### config.mk
export PLATFORM = sky130hd
export DESIGN_NAME = rst_cause_ctrl
export DESIGN_NICKNAME = d
export VERILOG_FILES = /design/src/rtl/rcc_pkg.sv /design/src/rtl/rcc_rst_stretch.sv /design/src/rtl/rcc_cause_reg.sv /design/src/rtl/rcc_boot_sel.sv /design/src/rtl/rst_cause_ctrl.sv
export SDC_FILE = /design/constraint.sdc
export NUM_CORES = 1
export LEC_CHECK = 0
export ABC_AREA = 1
export CAP_MARGIN = 15
export CORE_MARGIN = 1
export CORE_UTILIZATION = 36
export CTS_CLUSTER_DIAMETER = 150
export CTS_CLUSTER_SIZE = 20
export DETAILED_ROUTE_END_ITERATION = 7
export PLACE_DENSITY = 0.67
export SYNTH_ARGS = -nofsm -noshare
export SYNTH_HDL_FRONTEND = slang
export SYNTH_SLANG_ARGS = --single-unit
### constraint.sdc
create_clock -name clk_i -period 2 [get_ports clk_i]
set_clock_uncertainty 0.1 [all_clocks]
set_input_delay 0.4 -clock clk_i [delete_from_list [all_inputs] [get_ports clk_i]]
set_output_delay 0.4 -clock clk_i [all_outputs]
set_load 0.05 [all_outputs]
### src/rtl/rcc_pkg.sv
package rcc_pkg;
  localparam int CAUSE_W  = 8;
  localparam int C_POR    = 0;
  localparam int C_BOR    = 1;
  localparam int C_WDT    = 2;
  localparam int C_SW     = 3;
  localparam int C_EXT    = 4;
  localparam int C_BADOP  = 5;
  localparam int C_BADADR = 6;
  localparam int C_BRK    = 7;
  localparam logic [CAUSE_W-1:0] COLD_CAUSE = CAUSE_W'((1 << C_POR) | (1 << C_BOR));
  typedef logic [CAUSE_W-1:0] cause_t;
endpackage

### src/rtl/rcc_rst_stretch.sv
module rcc_rst_stretch #(
  parameter int HOLD = 16
) (
  input  logic clk_i,
  input  logic arst_i,
  output logic rel_o,
  output logic load_o
);
  localparam int CNT_W = $clog2(HOLD + 1);

  logic             s1_q, s2_q;
  logic [CNT_W-1:0] cnt_q;

  always_ff @(posedge clk_i or posedge arst_i) begin
    if (arst_i) begin
      s1_q <= 1'b0;
      s2_q <= 1'b0;
    end else begin
      s1_q <= 1'b1;
      s2_q <= s1_q;
    end
  end

  always_ff @(posedge clk_i or posedge arst_i) begin
    if (arst_i)                            cnt_q <= '0;
    else if (s2_q && !rel_o)               cnt_q <= cnt_q + 1'b1;
  end

  assign rel_o  = (cnt_q == CNT_W'(HOLD));
  // pulse on the edge that releases reset
  assign load_o = s2_q && (cnt_q == CNT_W'(HOLD - 1));
endmodule

### src/rtl/rcc_cause_reg.sv
module rcc_cause_reg
  import rcc_pkg::*;
(
  input  logic   clk_i,
  input  logic   rst_ni,
  input  cause_t req_i,
  input  logic   clr_en_i,
  input  cause_t clr_mask_i,
  output cause_t cause_o
);
  cause_t s1_q, s2_q, cause_q;

  for (genvar i = 0; i < CAUSE_W; i++) begin : g_bit
    always_ff @(posedge clk_i or negedge rst_ni) begin
      if (!rst_ni) begin
        s1_q[i]    <= 1'b0;
        s2_q[i]    <= 1'b0;
        cause_q[i] <= COLD_CAUSE[i];
      end else begin
        s1_q[i]    <= req_i[i];
        s2_q[i]    <= s1_q[i];
        cause_q[i] <= (cause_q[i] & ~(clr_en_i & clr_mask_i[i])) | s2_q[i];
      end
    end
  end

  assign cause_o = cause_q;
endmodule

### src/rtl/rcc_boot_sel.sv
module rcc_boot_sel #(
  parameter int ADDR_W = 16,
  parameter int VEC_W  = 8
) (
  input  logic              clk_i,
  input  logic              rst_ni,
  input  logic              load_i,
  input  logic              brk_i,
  input  logic              boot_stat_i,
  input  logic              force_i,
  input  logic [VEC_W-1:0]  vec_i,
  output logic [ADDR_W-1:0] start_o
);
  localparam int LOW_W = ADDR_W - VEC_W;

  logic use_boot;
  assign use_boot = brk_i | boot_stat_i | force_i;

  always_ff @(posedge clk_i or negedge rst_ni) begin
    if (!rst_ni)     start_o <= '0;
    else if (load_i) start_o <= use_boot ? {vec_i, {LOW_W{1'b0}}} : '0;
  end
endmodule

### src/rtl/rst_cause_ctrl.sv
module rst_cause_ctrl
  import rcc_pkg::*;
#(
  parameter int HOLD   = 16,
  parameter int ADDR_W = 16,
  parameter int VEC_W  = 8
) (
  input  logic              clk_i,
  input  logic              rst_ni,
  input  logic              bor_req_i,
  input  logic              wdt_req_i,
  input  logic              sw_req_i,
  input  logic              ext_req_i,
  input  logic              bad_op_req_i,
  input  logic              bad_addr_req_i,
  input  logic              brk_req_i,
  input  logic              clr_en_i,
  input  logic [7:0]        clr_mask_i,
  output logic [7:0]        cause_o,
  input  logic [VEC_W-1:0]  boot_vec_i,
  input  logic              boot_stat_i,
  input  logic              force_boot_i,
  output logic              sys_rst_no,
  output logic [ADDR_W-1:0] start_addr_o
);
  cause_t warm_req;
  logic   req_any, arst, rel, load;

  always_comb begin
    warm_req           = '0;
    warm_req[C_BOR]    = bor_req_i;
    warm_req[C_WDT]    = wdt_req_i;
    warm_req[C_SW]     = sw_req_i;
    warm_req[C_EXT]    = ext_req_i;
    warm_req[C_BADOP]  = bad_op_req_i;
    warm_req[C_BADADR] = bad_addr_req_i;
    warm_req[C_BRK]    = brk_req_i;
  end

  assign req_any = |warm_req;
  assign arst    = req_any | ~rst_ni;

  rcc_rst_stretch #(.HOLD(HOLD)) u_stretch (
    .clk_i  (clk_i),
    .arst_i (arst),
    .rel_o  (rel),
    .load_o (load)
  );

  rcc_cause_reg u_cause (
    .clk_i      (clk_i),
    .rst_ni     (rst_ni),
    .req_i      (warm_req),
    .clr_en_i   (clr_en_i),
    .clr_mask_i (clr_mask_i),
    .cause_o    (cause_o)
  );

  rcc_boot_sel #(.ADDR_W(ADDR_W), .VEC_W(VEC_W)) u_boot (
    .clk_i       (clk_i),
    .rst_ni      (rst_ni),
    .load_i      (load),
    .brk_i       (cause_o[C_BRK]),
    .boot_stat_i (boot_stat_i),
    .force_i     (force_boot_i),
    .vec_i       (boot_vec_i),
    .start_o     (start_addr_o)
  );

  assign sys_rst_no = rel;
endmodule

# Word-level counts from Yosys, hierarchy flattened

Index checks and enable logic that the tools add are counted.

Bits in registers: 45
Logic and storage cells: 69
Input port bits: 28
Output and inout bits: 25

Equal/unequal tests: 2
Add/sub/neg operators: 1
Bitwise operators: 35
Multiplexer cells: 1
Reductions and logical operators: 4

Operators with widths:

| cell                | count |
|---|---|
| $and 1x1->1         | 16 |
| $mux 16             | 1 |
| $or 1x1->1          | 10 |
| $not 1->1           | 9 |
| $reduce_or 7->1     | 1 |
| $add 5x1->5 const B | 1 |
| $eq 5x4->1 const B  | 1 |
| $eq 5x5->1 const B  | 1 |
| $logic_and 1x1->1   | 2 |
| $logic_not 1->1     | 1 |

# Depth between registers and ports, before layout

Depth in word-level cells: 4
Depth in mapped cells: 8
Mapped depth without buffers: 8

# Modules after synthesis

A second synthesis with hierarchy kept.

Cell total of the unflattened synthesis: 177
Area, all modules: 1580.3 um^2

Modules (own cells, without submodules):

| module          | area an instance (um^2) | cells each | sequential area each (um^2) | times used |
|---|---|---|---|---|
| rcc_cause_reg   | 728.2                   | 57         | 603.1                       | 1 |
| rcc_boot_sel    | 442.9                   | 62         | 200.2                       | 1 |
| rcc_rst_stretch | 352.8                   | 43         | 175.2                       | 1 |
| rst_cause_ctrl  | 56.3                    | 15         | 0.0                         | 1 |

# Worst setup path before layout

No wires, ideal clock.

Kind: register to output
Start: register u_stretch.cnt_q[0]
End: output port sys_rst_no
Arrival: 1.086 ns
Setup slack: 0.414 ns
Stages on the path, launching flop included: 7
Cell sequence: dfrtp_1 inv_1 ha_1 nand2_1 inv_1 nand2_2 inv_1

Word-level cells in the longest chain between the ends: 1

Ends and longest elaborated chain:

| element                | line                  | source |
|---|---|---|
| start, declared        | rcc_rst_stretch.sv:12 | `logic [CNT_W-1:0] cnt_q;` |
| start signal, assigned | rcc_rst_stretch.sv:26 | `else if (s2_q && !rel_o) cnt_q <= cnt_q + 1'b1;` |
| $eq 5x5->1             | rcc_rst_stretch.sv:29 | `assign rel_o = (cnt_q == CNT_W'(HOLD));` |
| end, declared          | rst_cause_ctrl.sv:23  | `output logic sys_rst_no,` |

Every way passes these cells.

# Final worst setup path

Start: register u_cause.cause_q[6] (netlist: u_cause.cause_o[6])
End: output port cause_o[6]

RTL lines:

| element                         | line                 | source |
|---|---|---|
| start, declared                 | rcc_cause_reg.sv:11  | `cause_t s1_q, s2_q, cause_q;` |
| start signal, assigned by index | rcc_cause_reg.sv:18  | `cause_q[i] <= COLD_CAUSE[i];` |
| start signal, assigned by index | rcc_cause_reg.sv:22  | `cause_q[i] <= (cause_q[i] & ~(clr_en_i & clr_mask_i[i])) \| s2_q[i];` |
| end, declared                   | rst_cause_ctrl.sv:19 | `output logic [7:0] cause_o,` |

No word-level cell between the ends.

==> flow_metrics.tcl <==
set metrics [dict create \
    timing.slew.headroom_pct 65.77 \
    path_class "reg2out" \
    clock_sinks 37 \
    clockPowerShare_pct 23.6 \
    drive_gt1_share_pct 14.52 \
    cp_top_family "buffers and inverters" \
    status "complete, no violations" \
    hpwl_um 2020 \
    vias_per_cell 4.295 \
    grt_antenna_before_repair 0 \
    avgSynthCellArea_um2 10.74 \
    pwr-share-comb_pct 33.6 \
    seq_area_frac_synth_pct 64.52 \
    cellInternalPower_uw 1435 \
    yosys_warnings 0 \
    ys_ff_latch 37 \
    crit_chain "clkdlybuf4s50_1" \
    port_buffers 44 \
    cp-start-kind "flop" \
    cts_hold_buf 0 \
    slowest_stage "clkdlybuf4s50_1" \
    dieWidth_um 65.22 \
    slew_viol_final 0 \
    grt_setup_unrepaired "no" \
    num_rows 22 \
    core-area_um2 3744 \
    first_iter_violations 56 \
    die-area_um2 4254 \
    final_antenna_net_count 0 \
    cts_buffer_depth 2 \
    worst-path-buf-inv 1 \
    cts_buffers 5 \
    worst-slew-pin-transition_ps 511.8 \
    vias 1005 \
    r2r_setup_slack_ps 380 \
    syn_inst 134 \
    grt_pass1_wl_um 4712 \
    clk_latency_ps 280 \
    diodes 0 \
    grt_pass1_vias 1120 \
    netlist_area_um2 1439 \
    fin_nets 216 \
    setup_tns_ps 0 \
    worstPathRequired_ps 1500 \
    hold_viol_final 0 \
    p_per_area_nw_per_um2 1132 \
    place_congestion 0.7480 \
    p_switching_uw 836.4 \
    clk_pin_slew_ps 80 \
    initial_core_util_pct 38.44 \
    swShare_pct 36.82 \
    wire_per_inst_um 11.25 \
    grt_max_degree 17 \
    firstDrtPassIters 4 \
    cts_tree "yes" \
    holdWs_ps 247.2 \
    fmax_mhz 514.1 \
    regToRegEndpoint "u_boot.start_o[12]$_DFFE_PN0P_" \
    maxCapViolations 0 \
    power.leakage_uw 0.0009731 \
    drc 0 \
    reg2regPathDepth 9 \
    rr_startpoint "u_stretch.cnt_q[0]$_DFFE_PP0P_" \
    fin_util_pct 53.58 \
    ios 53 \
    hold_class "in2async" \
    critPathArrivalTime_ps 1450 \
    cp_slowest_stage_delay_ps 800 \
    end_kind "output pin" \
    synth_cell_types 21 \
    synthToLayoutAreaGrowth_pct 39.39 \
    drt-total-wl_um 2633 \
    peakVddDrop_v 0.0003806 \
    period_needed_ps 1945 \
    setup_viol 0 \
    cts-root-buf "clkbuf_8" \
    fp.dieH_um 65.22 \
    crit_path_max_fanout 2 \
    p_seq_share_pct 42.8 \
    htreeDepth 2 \
    grt_overflow 0 \
    grt_util_all_layers_pct 14.85 \
    post-route-period-util_pct 97.26 \
]
worst max-delay path by stage:
stage,startpoint,cells past startpoint,end
global placement,u_cause.cause_o[7]$_DFF_PN0_,1,cause_o[7]
finish,u_cause.cause_o[6]$_DFF_PN0_,1,cause_o[6]
floorplan,u_stretch.cnt_q[0]$_DFFE_PP0P_,6,sys_rst_no
CTS,u_cause.cause_o[7]$_DFF_PN0_,1,cause_o[7]
global route,u_boot.start_o[12]$_DFFE_PN0P_,1,start_addr_o[12]
detailed placement,u_cause.cause_o[7]$_DFF_PN0_,1,cause_o[7]
power groups by stage:
stage | Combinational (µW) | Sequential [µW] | Clock (µW)
2_1_floorplan | 246 | 1240 | 0
3_3_place_gp | 739 | 983 | 0
3_5_place_dp | 757 | 991 | 0
4_1_cts | 758 | 978 | 553
5_1_grt | 833 | 993 | 585
6_report | 763 | 973 | 536
per-layer routing:
metal  wire length [µm]  GRT usage (%)  share of wire [%]
met1               1143          16.55                 43
met3                173          4.514                6.6
met4                 32          6.522                1.2
met5                  0              0                  0
met2               1284          25.90                 49
cells in the final DEF, fill, tap and decap left out, types with 2 or more instances in the layout:
master | netlist | final
dfstp_2 | 2 | 2
conb_1 | 2 | 9
ha_1 | 3 | 3
buf_4 | 9 | 10
nand2_2 | 2 | 2
nand3_1 | 11 | 11
clkbuf_8 | 0 | 6
inv_1 | 9 | 9
nand2_1 | 37 | 37
dfrtp_1 | 35 | 35
nor2_1 | 7 | 7
a21o_1 | 7 | 7
clkdlybuf4s50_1 | 0 | 36
cells in the mapped netlist, drive strengths merged:
cell,count,area share [%]
nand2,40,11
dfrtp,35,61
nand3,11,3.8
buf,10,5.5
inv,10,2.8
nor2,8,2.3
a21o,7,3.7
ha,3,2.6
conb,2,0.52
dfstp,2,3.7
a21boi,1,0.52
clkbuf,1,0.35
nand3b,1,0.52
nor3,1,0.70
o21ai,1,0.35
xor2,1,0.61
through the flow:
stage	area (µm²)	power, µW	std cells	setup WS [ps]
4_1_cts	1996	2289	233	29.92
2_1_floorplan	1465	1487	141	414.1
3_3_place_gp	1899	1723	225	360.0
6_report	2006	2271	234	54.87
5_1_grt	2006	2411	234	4.285
3_5_place_dp	1899	1748	225	349.8
cell families (layout without fill, tap and decap cells):
kind of cell | after synthesis | count (layout) | synth area share (%)
and+or+nand+nor | 61 | 61 | 18.61
DFF | 37 | 37 | 64.52
buffers and inverters | 21 | 66 | 8.608
AOI/OAI and AO/OA | 9 | 9 | 4.522
adders and majority gates | 3 | 3 | 2.609
other | 2 | 9 | 0.5219
xor gates and xnor gates | 1 | 1 | 0.6088
state kept, by name, summed over array words and instances (netlist names):
name             flops
u_stretch.s2_q       1
u_boot.start_o       8
u_cause.s1_q         7
u_cause.s2_q         7
u_stretch.s1_q       1
u_stretch.cnt_q      5
u_cause.cause_o      8
area by class of cell:
type	instances	area (µm²)
multi-input combinational	83	412.9
timing repair buffer	48	467.9
inverter	10	40.04
clock inverter	2	13.76
fill	342	1738
clock buffer	6	82.58
sequential	37	928.4
tap	48	60.06
repair_timing:
item | 4_1_cts | 5_1_grt
setup endpoints to repair | 0 | 2
gates resized for setup | 0 | 1
buffers inserted | 0 | 1
(Power assumes the default switching activity.)
